File: src/rtl/xlat_pkg.sv
package xlat_pkg;

  typedef enum logic [1:0] {
    ROUTE_BYPASS = 2'd0,
    ROUTE_SEG    = 2'd1,
    ROUTE_PAGE   = 2'd2
  } route_e;

  typedef enum logic [1:0] {
    ACC_RD   = 2'd0,
    ACC_WR   = 2'd1,
    ACC_EX   = 2'd2,
    ACC_RSVD = 2'd3
  } acc_e;

  localparam int PERM_W = 3;
  localparam logic [PERM_W-1:0] PERM_ALL  = 3'b111;
  localparam logic [PERM_W-1:0] PERM_NONE = 3'b000;

endpackage

File: src/rtl/xlat_route_decode.sv
module xlat_route_decode
  import xlat_pkg::*;
#(
  parameter int SEG_W  = 4,
  parameter int CFG_W  = 32,
  parameter int EN_LSB = 2,
  parameter int EN_W   = 2
) (
  input  logic [SEG_W-1:0]        seg,
  input  logic [1:0]              acc_kind,
  input  logic                    user_mode,
  input  logic [CFG_W-1:0]        glob_cfg,
  input  logic [(1<<SEG_W)-1:0]   seg_en,
  output route_e                  route,
  output logic                    to_ibuf
);
  localparam logic [CFG_W-1:0] EN_MASK = ((CFG_W'(1) << EN_W) - CFG_W'(1)) << EN_LSB;

  logic xlat_on;
  logic seg_hit;
  logic unused_cfg_bits;

  assign xlat_on         = |(glob_cfg & EN_MASK);
  assign unused_cfg_bits = ^(glob_cfg & ~EN_MASK);
  assign seg_hit         = !user_mode && seg_en[seg];

  always_comb begin
    if (!xlat_on)     route = ROUTE_BYPASS;
    else if (seg_hit) route = ROUTE_SEG;
    else              route = ROUTE_PAGE;
  end

  // Only execute goes to the instruction buffer; the reserved code acts as a read.
  assign to_ibuf = (route == ROUTE_PAGE) && (acc_kind == ACC_EX);

endmodule

File: src/rtl/xlat_seg_base.sv
module xlat_seg_base #(
  parameter int SEG_W  = 4,
  parameter int BASE_W = 32
) (
  input  logic [BASE_W-1:0] base_lo,
  input  logic [BASE_W-1:0] base_hi,
  input  logic [SEG_W-1:0]  seg,
  output logic [SEG_W-1:0]  nibble
);
  localparam int SEG_CNT = 1 << SEG_W;
  localparam int HALF    = SEG_CNT / 2;

  logic [SEG_W-1:0] nib_tab [SEG_CNT];

  generate
    for (genvar g = 0; g < HALF; g++) begin : g_slot
      assign nib_tab[g]        = base_lo[g*SEG_W +: SEG_W];
      assign nib_tab[g + HALF] = base_hi[g*SEG_W +: SEG_W];
    end
  endgenerate

  assign nibble = nib_tab[seg];

endmodule

File: src/rtl/xlat_out_reg.sv
module xlat_out_reg
  import xlat_pkg::*;
#(
  parameter int ADDR_W = 32
) (
  input  logic              clk,
  input  logic              rst,
  input  logic [ADDR_W-1:0] paddr_d,
  input  logic [PERM_W-1:0] perm_d,
  input  logic              lookup_d,
  input  logic              ibuf_d,
  output logic [ADDR_W-1:0] paddr_q,
  output logic [PERM_W-1:0] perm_q,
  output logic              lookup_q,
  output logic              ibuf_q
);
  always_ff @(posedge clk) begin
    if (rst) begin
      paddr_q  <= '0;
      perm_q   <= PERM_NONE;
      lookup_q <= 1'b0;
      ibuf_q   <= 1'b0;
    end else begin
      paddr_q  <= paddr_d;
      perm_q   <= perm_d;
      lookup_q <= lookup_d;
      ibuf_q   <= ibuf_d;
    end
  end
endmodule

File: src/rtl/xlat_front.sv
module xlat_front
  import xlat_pkg::*;
#(
  parameter int ADDR_W = 32,
  parameter int SEG_W  = 4,
  parameter int CFG_W  = 32,
  parameter int EN_LSB = 2,
  parameter int EN_W   = 2,
  parameter int BASE_W = 32
) (
  input  logic                  clk,
  input  logic                  rst,
  input  logic [ADDR_W-1:0]     vaddr,
  input  logic [1:0]            acc_kind,
  input  logic                  user_mode,
  input  logic [CFG_W-1:0]      glob_cfg,
  input  logic [(1<<SEG_W)-1:0] seg_en,
  input  logic [BASE_W-1:0]     seg_base_lo,
  input  logic [BASE_W-1:0]     seg_base_hi,
  output logic [ADDR_W-1:0]     paddr,
  output logic [PERM_W-1:0]     perm,
  output logic                  page_lookup,
  output logic                  use_ibuf
);
  localparam int OFF_W = ADDR_W - SEG_W;

  logic [SEG_W-1:0]  seg;
  logic [SEG_W-1:0]  base_nib;
  route_e            route;
  logic              to_ibuf;
  logic [ADDR_W-1:0] paddr_d;
  logic [PERM_W-1:0] perm_d;
  logic              lookup_d;

  assign seg = vaddr[ADDR_W-1 -: SEG_W];

  xlat_route_decode #(
    .SEG_W (SEG_W),
    .CFG_W (CFG_W),
    .EN_LSB(EN_LSB),
    .EN_W  (EN_W)
  ) u_decode (
    .seg      (seg),
    .acc_kind (acc_kind),
    .user_mode(user_mode),
    .glob_cfg (glob_cfg),
    .seg_en   (seg_en),
    .route    (route),
    .to_ibuf  (to_ibuf)
  );

  xlat_seg_base #(
    .SEG_W (SEG_W),
    .BASE_W(BASE_W)
  ) u_base (
    .base_lo(seg_base_lo),
    .base_hi(seg_base_hi),
    .seg    (seg),
    .nibble (base_nib)
  );

  always_comb begin
    paddr_d  = '0;
    perm_d   = PERM_NONE;
    lookup_d = 1'b0;
    unique case (route)
      ROUTE_BYPASS: begin
        paddr_d = vaddr;
        perm_d  = PERM_ALL;
      end
      ROUTE_SEG: begin
        paddr_d = {base_nib, vaddr[OFF_W-1:0]};
        perm_d  = PERM_ALL;
      end
      default: lookup_d = 1'b1;
    endcase
  end

  xlat_out_reg #(
    .ADDR_W(ADDR_W)
  ) u_oreg (
    .clk     (clk),
    .rst     (rst),
    .paddr_d (paddr_d),
    .perm_d  (perm_d),
    .lookup_d(lookup_d),
    .ibuf_d  (to_ibuf),
    .paddr_q (paddr),
    .perm_q  (perm),
    .lookup_q(page_lookup),
    .ibuf_q  (use_ibuf)
  );

endmodule

File: config.mk
export PLATFORM = sky130hd
export DESIGN_NAME = xlat_front
export DESIGN_NICKNAME = d
export VERILOG_FILES = /design/src/rtl/xlat_pkg.sv /design/src/rtl/xlat_route_decode.sv /design/src/rtl/xlat_seg_base.sv /design/src/rtl/xlat_out_reg.sv /design/src/rtl/xlat_front.sv
export SDC_FILE = /design/constraint.sdc
export NUM_CORES = 1
export LEC_CHECK = 0
export ABC_CLOCK_PERIOD_IN_PS = 1800
export CAP_MARGIN = 20
export CORE_AREA = 5 5 88 90
export CTS_CLUSTER_DIAMETER = 80
export DETAILED_ROUTE_END_ITERATION = 10
export DIE_AREA = 0 0 93 95
export GPL_ROUTABILITY_DRIVEN = 0
export GPL_TIMING_DRIVEN = 0
export PLACE_DENSITY = 0.86
export SLEW_MARGIN = 20
export SYNTH_ARGS = -nofsm -noshare
export SYNTH_HDL_FRONTEND = slang
export SYNTH_SLANG_ARGS = --single-unit
File: constraint.sdc
create_clock -name clk -period 1.8 [get_ports clk]
set_input_delay 0.27 -clock clk [delete_from_list [all_inputs] [get_ports clk]]
set_output_delay 0.27 -clock clk [all_outputs]
set_load 0.02 [all_outputs]
==> results of run 1 <==
## repair_timing
item,4_1_cts,5_1_grt
gates cloned,1,0
setup endpoints to repair,30,27
pin swaps,4,3
gates resized for setup,21,4
buffers inserted,2,0
## cells by family after synthesis
kind of cell / after synthesis / synth area share, %
DFF: 35 / 42.2
AOI/OAI and AO/OA: 13 / 6.25
muxes: 22 / 26.8
and+or+nand+nor: 57 / 19.4
buffers and inverters: 13 / 5.35
## registers in the layout, indices dropped and copies added (netlist names)
signal and count:
u_oreg.ibuf_q 1, u_oreg.lookup_q 1, u_oreg.paddr_q 32, u_oreg.perm_q 1
## cell usage in the layout, fill, tap and decap left out, types with 3 or more instances in the layout
cell type,instances
a22oi_2,3
a32o_1,4
and2_1,27
buf_4,5
buf_6,5
clkbuf_1,3
clkbuf_8,6
clkdlybuf4s50_1,143
dfxtp_1,35
dlygate4sd2_1,9
mux2i_1,4
mux4_2,18
nand2_1,5
nand3_1,10
nor2_1,3
nor2b_1,6
## final timing paths
kind | endpoint | start | slack, ns | depth (start not counted)
worst min-delay path | u_oreg.paddr_q[3] | vaddr[3] | 0.55 | 2
worst max-delay path | u_oreg.paddr_q[19] | seg_en[11] | 0.13 | 7
## area by class of cell
class / instances / area (um^2)
Fill cell: 629 / 3530
Timing Repair Buffer: 156 / 1560
Multi-Input combinational cell: 92 / 897
Sequential cell: 35 / 701
Buffer: 12 / 106
Tap cell: 82 / 103
Clock buffer: 7 / 76.3
Clock inverter: 1 / 5.00
Inverter: 1 / 3.75
## metal layers
layer  vias to the layer above  GRT usage, %  share of wire (%)
met5                         -             0                  0
met4                         0          4.52                1.9
met3                        10          5.18                 12
met2                       120          24.9                 52
met1                       765          11.4                 34
li1                        833             -                  -
## through the flow
step | utilization (%) | power [mW] | instances
6_report | 49.4 | 1.99 | 386
5_1_grt | 49.4 | 2.11 | 386
4_1_cts | 49.2 | 2.04 | 386
3_5_place_dp | 47.2 | 1.48 | 375
3_3_place_gp | 47.2 | 1.47 | 375
2_1_floorplan | - | 1.10 | 140
## power breakdown
group / internal [mW] / switching (mW) / total, mW / leakage (nW)
Sequential: 0.818 / 0.0108 / 0.829 / 0.287
Clock: 0.271 / 0.246 / 0.517 / 0.0422
Combinational: 0.430 / 0.217 / 0.647 / 0.994
Total: 1.52 / 0.473 / 1.99 / 1.32
==> results by group, run 1 <==
Setup path
  • WP data arrival: 1.84 ns
  • CP endpoint kind: register
  • Slowest cell on crit path: mux4_2
  • Worst path cell trace: dlygate4sd2_1, mux4_2, o211ai_1, a31oi_1, buf_4, buf_4, and2_1
  • Largest stage delay, worst path: 0.47 ns
  • Startpoint types: input pin
  • Crit-path max FO: 5
  • CP bufs+invs: 3
  • CP Data Required Time: 1.97 ns
  • Critical path class: in -> reg
  • Delay-heaviest family, CP: buffers and inverters
  • Most frequent CP cell: buf_4

Synth
  • Syn Inst Count: 140
  • Post-synth EDFFs: 0
  • Most common cell in the netlist: dfxtp_1
  • Most common flop cell mapped by yosys: dfxtp_1
  • Most instantiated cells after synthesis: 35 x dfxtp_1, 28 x and2_1, 18 x mux4_2
  • Synthesized net count: 289
  • Synth area leaders: dfxtp_1 42%, mux4_2 24%, and2_1 11%, nand3_1 3.0%, buf_6 2.7%
  • Synth Warn #: 0
  • Register area share after synthesis: 42.2%
  • Cell taking the most area after synthesis: dfxtp_1
  • Avg Inst Size Synth: 11.9 um^2
  • Area share of the largest cell type after synthesis: 42.2%
  • Netlist cell types: 22
  • Post-synth ARST share: 0%
  • #FFs+latches synth: 35
  • Cell area after synthesis: 1660 um^2

STA
  • Post-route setup TNS: 0 ns
  • F_max: 0.600 GHz
  • Final hold slack: 0.555 ns
  • Final Cycle Share: 92.7%
  • # setup viols final: 0
  • Final Hold Fails: 0
  • Final min period: 1.67 ns
  • Setup ws final: 0.132 ns
  • Measured slew at the worst slew-check pin: 0.470 ns
  • Max Slew Vio Count: 0
  • Rel. slew slack: 68.6%
  • RSZ-0062 raised after global routing: no

Route
  • Post-Route WL: 5740 um
  • DR vias: 1728
  • Post-DRT Antenna Nets: 0
  • Via density: 4.48
  • WL/cell: 14.9 um
  • DRC violations left: 0
  • First-pass detailed-route iteration total: 4
  • Iteration-0 DRC Markers: 18

Clocking
  • CTS root buffer: clkbuf_8
  • # clock sinks: 35
  • CTS tree: built
  • CTS clk-pin slew, worst paths: 0.06 ns
  • H-tree lvl count: 2
  • Max Root-Sink Buffers: 2
  • Hold_buf cts: 0
  • Number of CTS-inserted buffers: 5

Finish
  • Design area: 3450 um^2
  • Layout Nets: 452
  • Layout cells sized above 1: 14.5%
  • Area grow syn2layout: 108%
  • Antenna cell count: 0

Floorplan
  • Full die area: 8840 um^2
  • Die extent in y: 95 um
  • Core ar.: 6980 um^2
  • Die width: 93 um
  • IO Pins: 186
  • FP Rows: 31
  • Initial core utilization: 23.8%

Hold path
  • Worst min path class: in -> reg

GRT
  • Total gr overflow: 0
  • Antenna violations before repair: 0
  • Tot GR Track Use: 12.6%
  • Vias in the first global route: 1942
  • First-pass GRT wire length: 8580 um
  • Largest net degree at the start of global routing: 11

Power
  • Peak supply drop: 0.000232 V
  • Leakage power: 1.32 nW
  • PD cells: 578 nW/um^2

Place
  • Dpl ws: -0.814 ns
  • PortBufs: 153
  • Placed Area: 3300 um^2
  • DP Wirelength: 5050 um

Job
  • Max-cap violations: 0

Run status
  • Outcome: completed
(Power assumes the default switching activity.)
==> run 2, diff against run 1 <==
--- a/config.mk
+++ b/config.mk
@@ -7,14 +7,15 @@
 export LEC_CHECK = 0
 export ABC_CLOCK_PERIOD_IN_PS = 1800
 export CAP_MARGIN = 20
-export CORE_AREA = 5 5 88 90
+export CORE_AREA = 5 5 93 95
 export CTS_CLUSTER_DIAMETER = 80
 export DETAILED_ROUTE_END_ITERATION = 10
-export DIE_AREA = 0 0 93 95
+export DIE_AREA = 0 0 98 100
 export GPL_ROUTABILITY_DRIVEN = 0
 export GPL_TIMING_DRIVEN = 0
-export PLACE_DENSITY = 0.86
+export PLACE_DENSITY = 0.85
 export SLEW_MARGIN = 20
 export SYNTH_ARGS = -nofsm -noshare
 export SYNTH_HDL_FRONTEND = slang
+export SYNTH_HIERARCHICAL = 1
 export SYNTH_SLANG_ARGS = --single-unit
==> constraint.sdc (replaced) <==
create_clock -name clk -period 1.8 [get_ports clk]
set_input_delay 0.27 -clock clk [delete_from_list [all_inputs] [get_ports clk]]
set_output_delay 0.27 -clock clk [all_outputs]
set_load 0.05 [all_outputs]
==> run 2 against run 1 <==
The flow now finishes with violations (negative setup slack). Global-route usage rose by 0.75 points. Critical endpoint is now u_oreg/paddr_q[0]. First-iteration DRC count rose by 33%. Largest power group is now combinational logic. Maximum frequency fell by 10%. Largest cell class unchanged. Worst setup slack got worse by 0.19 ns. Core utilization rose by 3.4 points. Sequential power rose by 6.0%. Sequential share of layout area fell by 2.0 points. Combinational power rose by 40%. Clock power rose by 3%.
==> results by group, run 2 <==
Floorplan
  • Core ar.: 7650 um^2
  • IO Pins: 186
  • Full die area: 9800 um^2
  • Die extent in y: 100 um
  • Initial core utilization: 27.2%
  • Die width: 98 um
  • FP Rows: 32

Place
  • DP Wirelength: 5530 um
  • Inst Count DP: 436
  • PortBufs: 155
  • Placed Area: 3790 um^2

Setup path
  • Worst path cell trace: buf_8, buf_8, mux4_2, nor2_4, nor4b_4, buf_4, nor3_4, buf_6, and2b_2, nor2b_4
  • WP data arrival: 2.03 ns
  • Crit. Startpoint: vaddr[28]
  • Largest stage delay, worst path: 0.52 ns
  • Critical path class: in -> reg
  • CP Data Required Time: 1.98 ns
  • Startpoint types: input pin
  • Slowest cell on crit path: mux4_2
  • Most frequent CP cell: buf_8
  • CP endpoint kind: register
  • Crit-path max FO: 4

Finish
  • Filler-free cell count of the finished design: 456
  • Area grow syn2layout: 94.3%
  • Antenna cell count: 0
  • Most frequent cells in the layout: 136 x clkdlybuf4s50_1, 54 x nor2b_1, 37 x dfxtp_1
  • Design area: 4040 um^2
  • Max reg flops: 32
  • # fillers: 681
  • Fin util: 52.8%
  • Layout Nets: 502
  • Most flops, register: u_oreg/paddr_q
  • Layout cells sized above 1: 17.5%
  • Most common cell after layout, fill and taps aside: clkdlybuf4s50_1
  • Top flop regs: u_oreg/paddr_q (32), u_oreg/perm_q (3)

STA
  • Rel. slew slack: 64.5%
  • Measured slew at the worst slew-check pin: 0.530 ns
  • Final Cycle Share: 103%
  • RSZ-0062 raised after global routing: yes
  • # setup viols final: 28
  • Final Hold Fails: 0
  • Setup ws final: -0.0532 ns
  • Final min period: 1.85 ns
  • Max Slew Vio Count: 0
  • F_max: 0.540 GHz

Synth
  • Post-synth EDFFs: 0
  • Register area share after synthesis: 35.6%
  • Most common flop cell mapped by yosys: dfxtp_1
  • Most common cell in the netlist: nor2b_1
  • Synth Warn #: 6
  • Post-synth ARST share: 0%
  • Cell taking the most area after synthesis: dfxtp_1
  • Post-synthesis simple-gate area fraction: 28.8%
  • Netlist cell types: 25
  • #FFs+latches synth: 37
  • Xor and xnor area share after synthesis: 0%
  • Area share of the largest cell type after synthesis: 35.6%
  • Synthesized net count: 328
  • Largest family of logic cells by synthesized area: simple AND/OR/NAND/NOR gates
  • Post-synthesis adder-cell area fraction: 0%
  • Post-synthesis compound-gate area fraction: 2.59%
  • Avg Inst Size Synth: 11.6 um^2
  • Synth area leaders: dfxtp_1 36%, mux4_1 18%, nor2b_1 17%, buf_6 4.3%, mux4_2 4.3%
  • Most instantiated cells after synthesis: 57 x nor2b_1, 37 x dfxtp_1, 14 x mux4_1
  • Mux cell area share after synthesis: 25.9%
  • Cell area after synthesis: 2080 um^2
  • Syn Inst Count: 179

Power
  • Peak supply drop: 0.000294 V
  • PD cells: 573 nW/um^2
  • Pwr Total: 2.32 mW
  • Leakage power: 1.61 nW

Route
  • Post-Route WL: 6550 um
  • DR vias: 1993
  • Via density: 4.37
  • WL/cell: 14.4 um
  • Post-DRT Antenna Nets: 0
  • First-pass detailed-route iteration total: 4
  • Iteration-0 DRC Markers: 24
  • DRC violations left: 0

Hold path
  • Worst min path class: in -> reg
  • Worst hold start: vaddr[28]

Job
  • Max-cap violations: 0

GRT
  • Antenna violations before repair: 0
  • Total gr overflow: 0
  • First-pass GRT wire length: 10500 um
  • Largest net degree at the start of global routing: 13
  • Tot GR Track Use: 13.3%
  • Vias in the first global route: 2207

Clocking
  • Hold_buf cts: 0
  • CTS tree: built
  • CTS clk-pin slew, worst paths: 0.07 ns
  • Max Root-Sink Buffers: 2
  • # clock sinks: 37
  • Number of CTS-inserted buffers: 5
  • CTS root buffer: clkbuf_8
  • H-tree lvl count: 2

Run status
  • Failing checks: negative setup slack
  • Outcome: finished, violations left
==> run 2: kinds of logic (layout without fill, tap and decap cells) <==
logic type      after synthesis  in the layout
compound gates                7              7
buf+inv                      15            190
mux                          26             26
simple gates                 94             94
flops                        37             37
==> run 2: critical path, delay by kind of cell <==
family,cells,cell delay [ns]
buf+inv,4,0.48
simple gates,5,0.75
mux,1,0.52
==> run 2: cell type report <==
cell class | count | area, um^2 | share of cell area (%)
multi-input combinational | 127 | 1270 | 31.3
buffer | 13 | 146 | 3.62
timing repair buffer | 167 | 1660 | 41.0
clock inverter | 2 | 10.0 | 0.248
tap | 102 | 128 | 3.16
clock buffer | 6 | 72.6 | 1.80
inverter | 2 | 21.3 | 0.526
sequential | 37 | 741 | 18.3
==> run 2: repair_timing <==
action                                  4_1_cts  5_1_grt
resized for setup                            52        5
pin swaps                                     9        5
gates cloned                                  2        0
endpoints found under the setup margin       37       36
setup buffers                                 9        1
==> run 2: power breakdown <==
| group | internal, mW | switching, mW | leakage [nW] | total (mW) |
|---|---|---|---|---|
| registers | 0.866 | 0.0123 | 0.304 | 0.879 |
| clock network | 0.268 | 0.267 | 0.0450 | 0.535 |
| logic | 0.522 | 0.382 | 1.27 | 0.903 |
| total | 1.66 | 0.662 | 1.61 | 2.32 |
==> run 2: metrics by stage <==
step	hold slack [ns]	TNS (ns)	worst slack, ns
floorplan	0.461	-2.70	-0.137
global placement	0.943	-32.83	-0.984
detailed placement	0.947	-34.00	-1.03
CTS	0.381	-0.798	-0.0563
global route	0.445	-3.93	-0.142
finish	0.374	-1.02	-0.0532
==> run 2: path summary, 6_finish.rpt <==
| kind | endpoint | depth (start not counted) |
|---|---|---|
| hold / removal | u_oreg/paddr_q[28] | 4 |
| setup / recovery | u_oreg/paddr_q[0] | 10 |
==> run 2: per-layer routing <==
layer	GRT usage (%)	routed length, um	share of wire, %	vias up
li1	-	-	-	977
met1	13.2	2330	36	879
met2	25.7	3360	51	128
met3	4.93	743	11	9
met4	4.05	110	1.7	0
met5	0	0	0	-
==> run 3, diff against run 2 <==
--- a/config.mk
+++ b/config.mk
@@ -7,15 +7,14 @@
 export LEC_CHECK = 0
 export ABC_CLOCK_PERIOD_IN_PS = 1800
 export CAP_MARGIN = 20
-export CORE_AREA = 5 5 93 95
+export CORE_AREA = 5 5 88 90
 export CTS_CLUSTER_DIAMETER = 80
 export DETAILED_ROUTE_END_ITERATION = 10
-export DIE_AREA = 0 0 98 100
+export DIE_AREA = 0 0 93 95
 export GPL_ROUTABILITY_DRIVEN = 0
 export GPL_TIMING_DRIVEN = 0
-export PLACE_DENSITY = 0.85
+export PLACE_DENSITY = 0.86
 export SLEW_MARGIN = 20
 export SYNTH_ARGS = -nofsm -noshare
 export SYNTH_HDL_FRONTEND = slang
-export SYNTH_HIERARCHICAL = 1
 export SYNTH_SLANG_ARGS = --single-unit
==> run 3 against run 2 <==
The flow now finishes without violations. Core utilization decreased by 3.5 points. Clock-buffer cell count grew 1. Die area is 9.8% lower. Critical path depth down 9. Sequential cell count down 2. Hold slack gained 0.18 ns. Sequential power decreased by 5.7%.
==> results by group, run 3 (synthesized netlist as in run 1, its figures left out) <==
Power
  • PD cells: 608 nW/um^2
  • Sw frac: 27.7%
  • Pwr Total: 2.10 mW
  • Net switching power: 0.580 mW
  • P_int: 1.52 mW
  • Peak supply drop: 0.000235 V
  • Clock Power Share: 24.6%
  • Leakage power: 1.33 nW
  • Comb power frac: 35.8%
  • Register share of total power: 39.6%

Setup path
  • CP endpoint kind: primary output
  • Critical path class: reg -> out
  • Worst path cell trace: clkdlybuf4s50_1
  • Startpoint types: register
  • CP bufs+invs: 1
  • Delay-heaviest family, CP: buffers and inverters
  • CP Data Required Time: 1.53 ns
  • WP data arrival: 1.43 ns
  • Crit-path max FO: 3
  • Slowest cell on crit path: clkdlybuf4s50_1
  • Largest stage delay, worst path: 0.81 ns

STA
  • Final Hold Fails: 0
  • Max Slew Vio Count: 0
  • F_max: 0.589 GHz
  • Final min period: 1.70 ns
  • RSZ-0062 raised after global routing: no
  • Measured slew at the worst slew-check pin: 0.544 ns
  • Final hold slack: 0.555 ns
  • Final Cycle Share: 94.3%
  • Rel. slew slack: 63.6%
  • # setup viols final: 0

Route
  • Post-Route WL: 5740 um
  • WL/cell: 14.9 um
  • DR vias: 1728
  • DRC violations left: 0
  • Post-DRT Antenna Nets: 0
  • First-pass detailed-route iteration total: 4
  • Via density: 4.48
  • Iteration-0 DRC Markers: 18

Floorplan
  • Core ar.: 6980 um^2
  • FP Rows: 31
  • Initial core utilization: 23.8%
  • Die width: 93 um
  • IO Pins: 186
  • Die extent in y: 95 um
  • Full die area: 8840 um^2

Finish
  • Layout Nets: 452
  • Max reg flops: 32
  • Antenna cell count: 0
  • Most common cell after layout, fill and taps aside: clkdlybuf4s50_1
  • Area grow syn2layout: 107%
  • # fillers: 631
  • Most flops, register: u_oreg.paddr_q
  • Most frequent cells in the layout: 141 x clkdlybuf4s50_1, 35 x dfxtp_1, 27 x and2_1
  • Layout cells sized above 1: 14.5%
  • Fin util: 49.4%

Clocking
  • # clock sinks: 35
  • CTS tree: built
  • CTS clk-pin slew, worst paths: 0.06 ns
  • Number of CTS-inserted buffers: 5
  • CTS root buffer: clkbuf_8
  • H-tree lvl count: 2
  • Max Root-Sink Buffers: 2
  • Hold_buf cts: 0

Hold path
  • End of the worst hold path: u_oreg.paddr_q[3]
  • Worst hold start: vaddr[3]
  • Worst min path class: in -> reg
  • Worst hold stages: 2

GRT
  • Tot GR Track Use: 12.6%
  • Vias in the first global route: 1942
  • First-pass GRT wire length: 8580 um
  • Largest net degree at the start of global routing: 11
  • Antenna violations before repair: 0
  • Total gr overflow: 0

Place
  • PortBufs: 153
  • DP Wirelength: 5050 um

Job
  • Max-cap violations: 0

Run status
  • Outcome: completed
-- run 3: layout make-up --
type	count	area, um^2	share of cell area, %
buffer	12	106	3.09
clock buffer	7	76.3	2.21
clock inverter	1	5.00	0.145
inverter	1	3.75	0.109
multi-input combinational	92	897	26.0
sequential	35	701	20.3
tap	82	103	2.98
timing repair buffer	156	1560	45.1
-- run 3: power by group through the flow --
stage                     combinational (mW)  sequential [mW]  clock (mW)
after floorplan                        0.202             1.00           0
after global placement                 0.733            0.846           0
after detailed placement               0.741            0.847           0
after CTS                              0.759            0.829       0.553
after global routing                   0.793            0.833       0.586
final                                  0.751            0.829       0.517
-- run 3: routing by layer --
metal  share of wire [%]  up-vias  track usage, %
met5                   0        -               0
met4                 1.9        0            4.52
met3                  12       10            5.18
met2                  52      120            24.9
met1                  34      765            11.4
li1                    -      833               -
-- run 3: timing repair --
action,4_1_cts,5_1_grt
gates resized for setup,23,4
pin swaps,4,3
setup buffers,2,0
gates cloned,1,0
setup endpoints to repair,32,27
-- run 3: stage by stage --
stage                     instances  setup slack [ns]  instance area, um^2  setup TNS, ns
after floorplan                 140            0.0251                 1660              0
after global placement          375            -0.839                 3300         -13.25
after detailed placement        375            -0.814                 3300         -14.46
after CTS                       386            0.0268                 3430              0
after global routing            386            0.0141                 3450              0
final                           386             0.103                 3450              0
-- run 3: worst max-delay path by stage --
stage | startpoint | to | slack [ns] | cells past startpoint
detailed placement | vaddr[29] | u_oreg.paddr_q[30] | -0.81 | 7
CTS | vaddr[30] | u_oreg.paddr_q[25] | 0.03 | 8
global route | seg_en[5] | u_oreg.paddr_q[19] | 0.01 | 8
global placement | vaddr[29] | u_oreg.paddr_q[30] | -0.84 | 7
finish | u_oreg.perm_q[1] | perm[0] | 0.10 | 1
floorplan | vaddr[28] | u_oreg.paddr_q[30] | 0.03 | 7
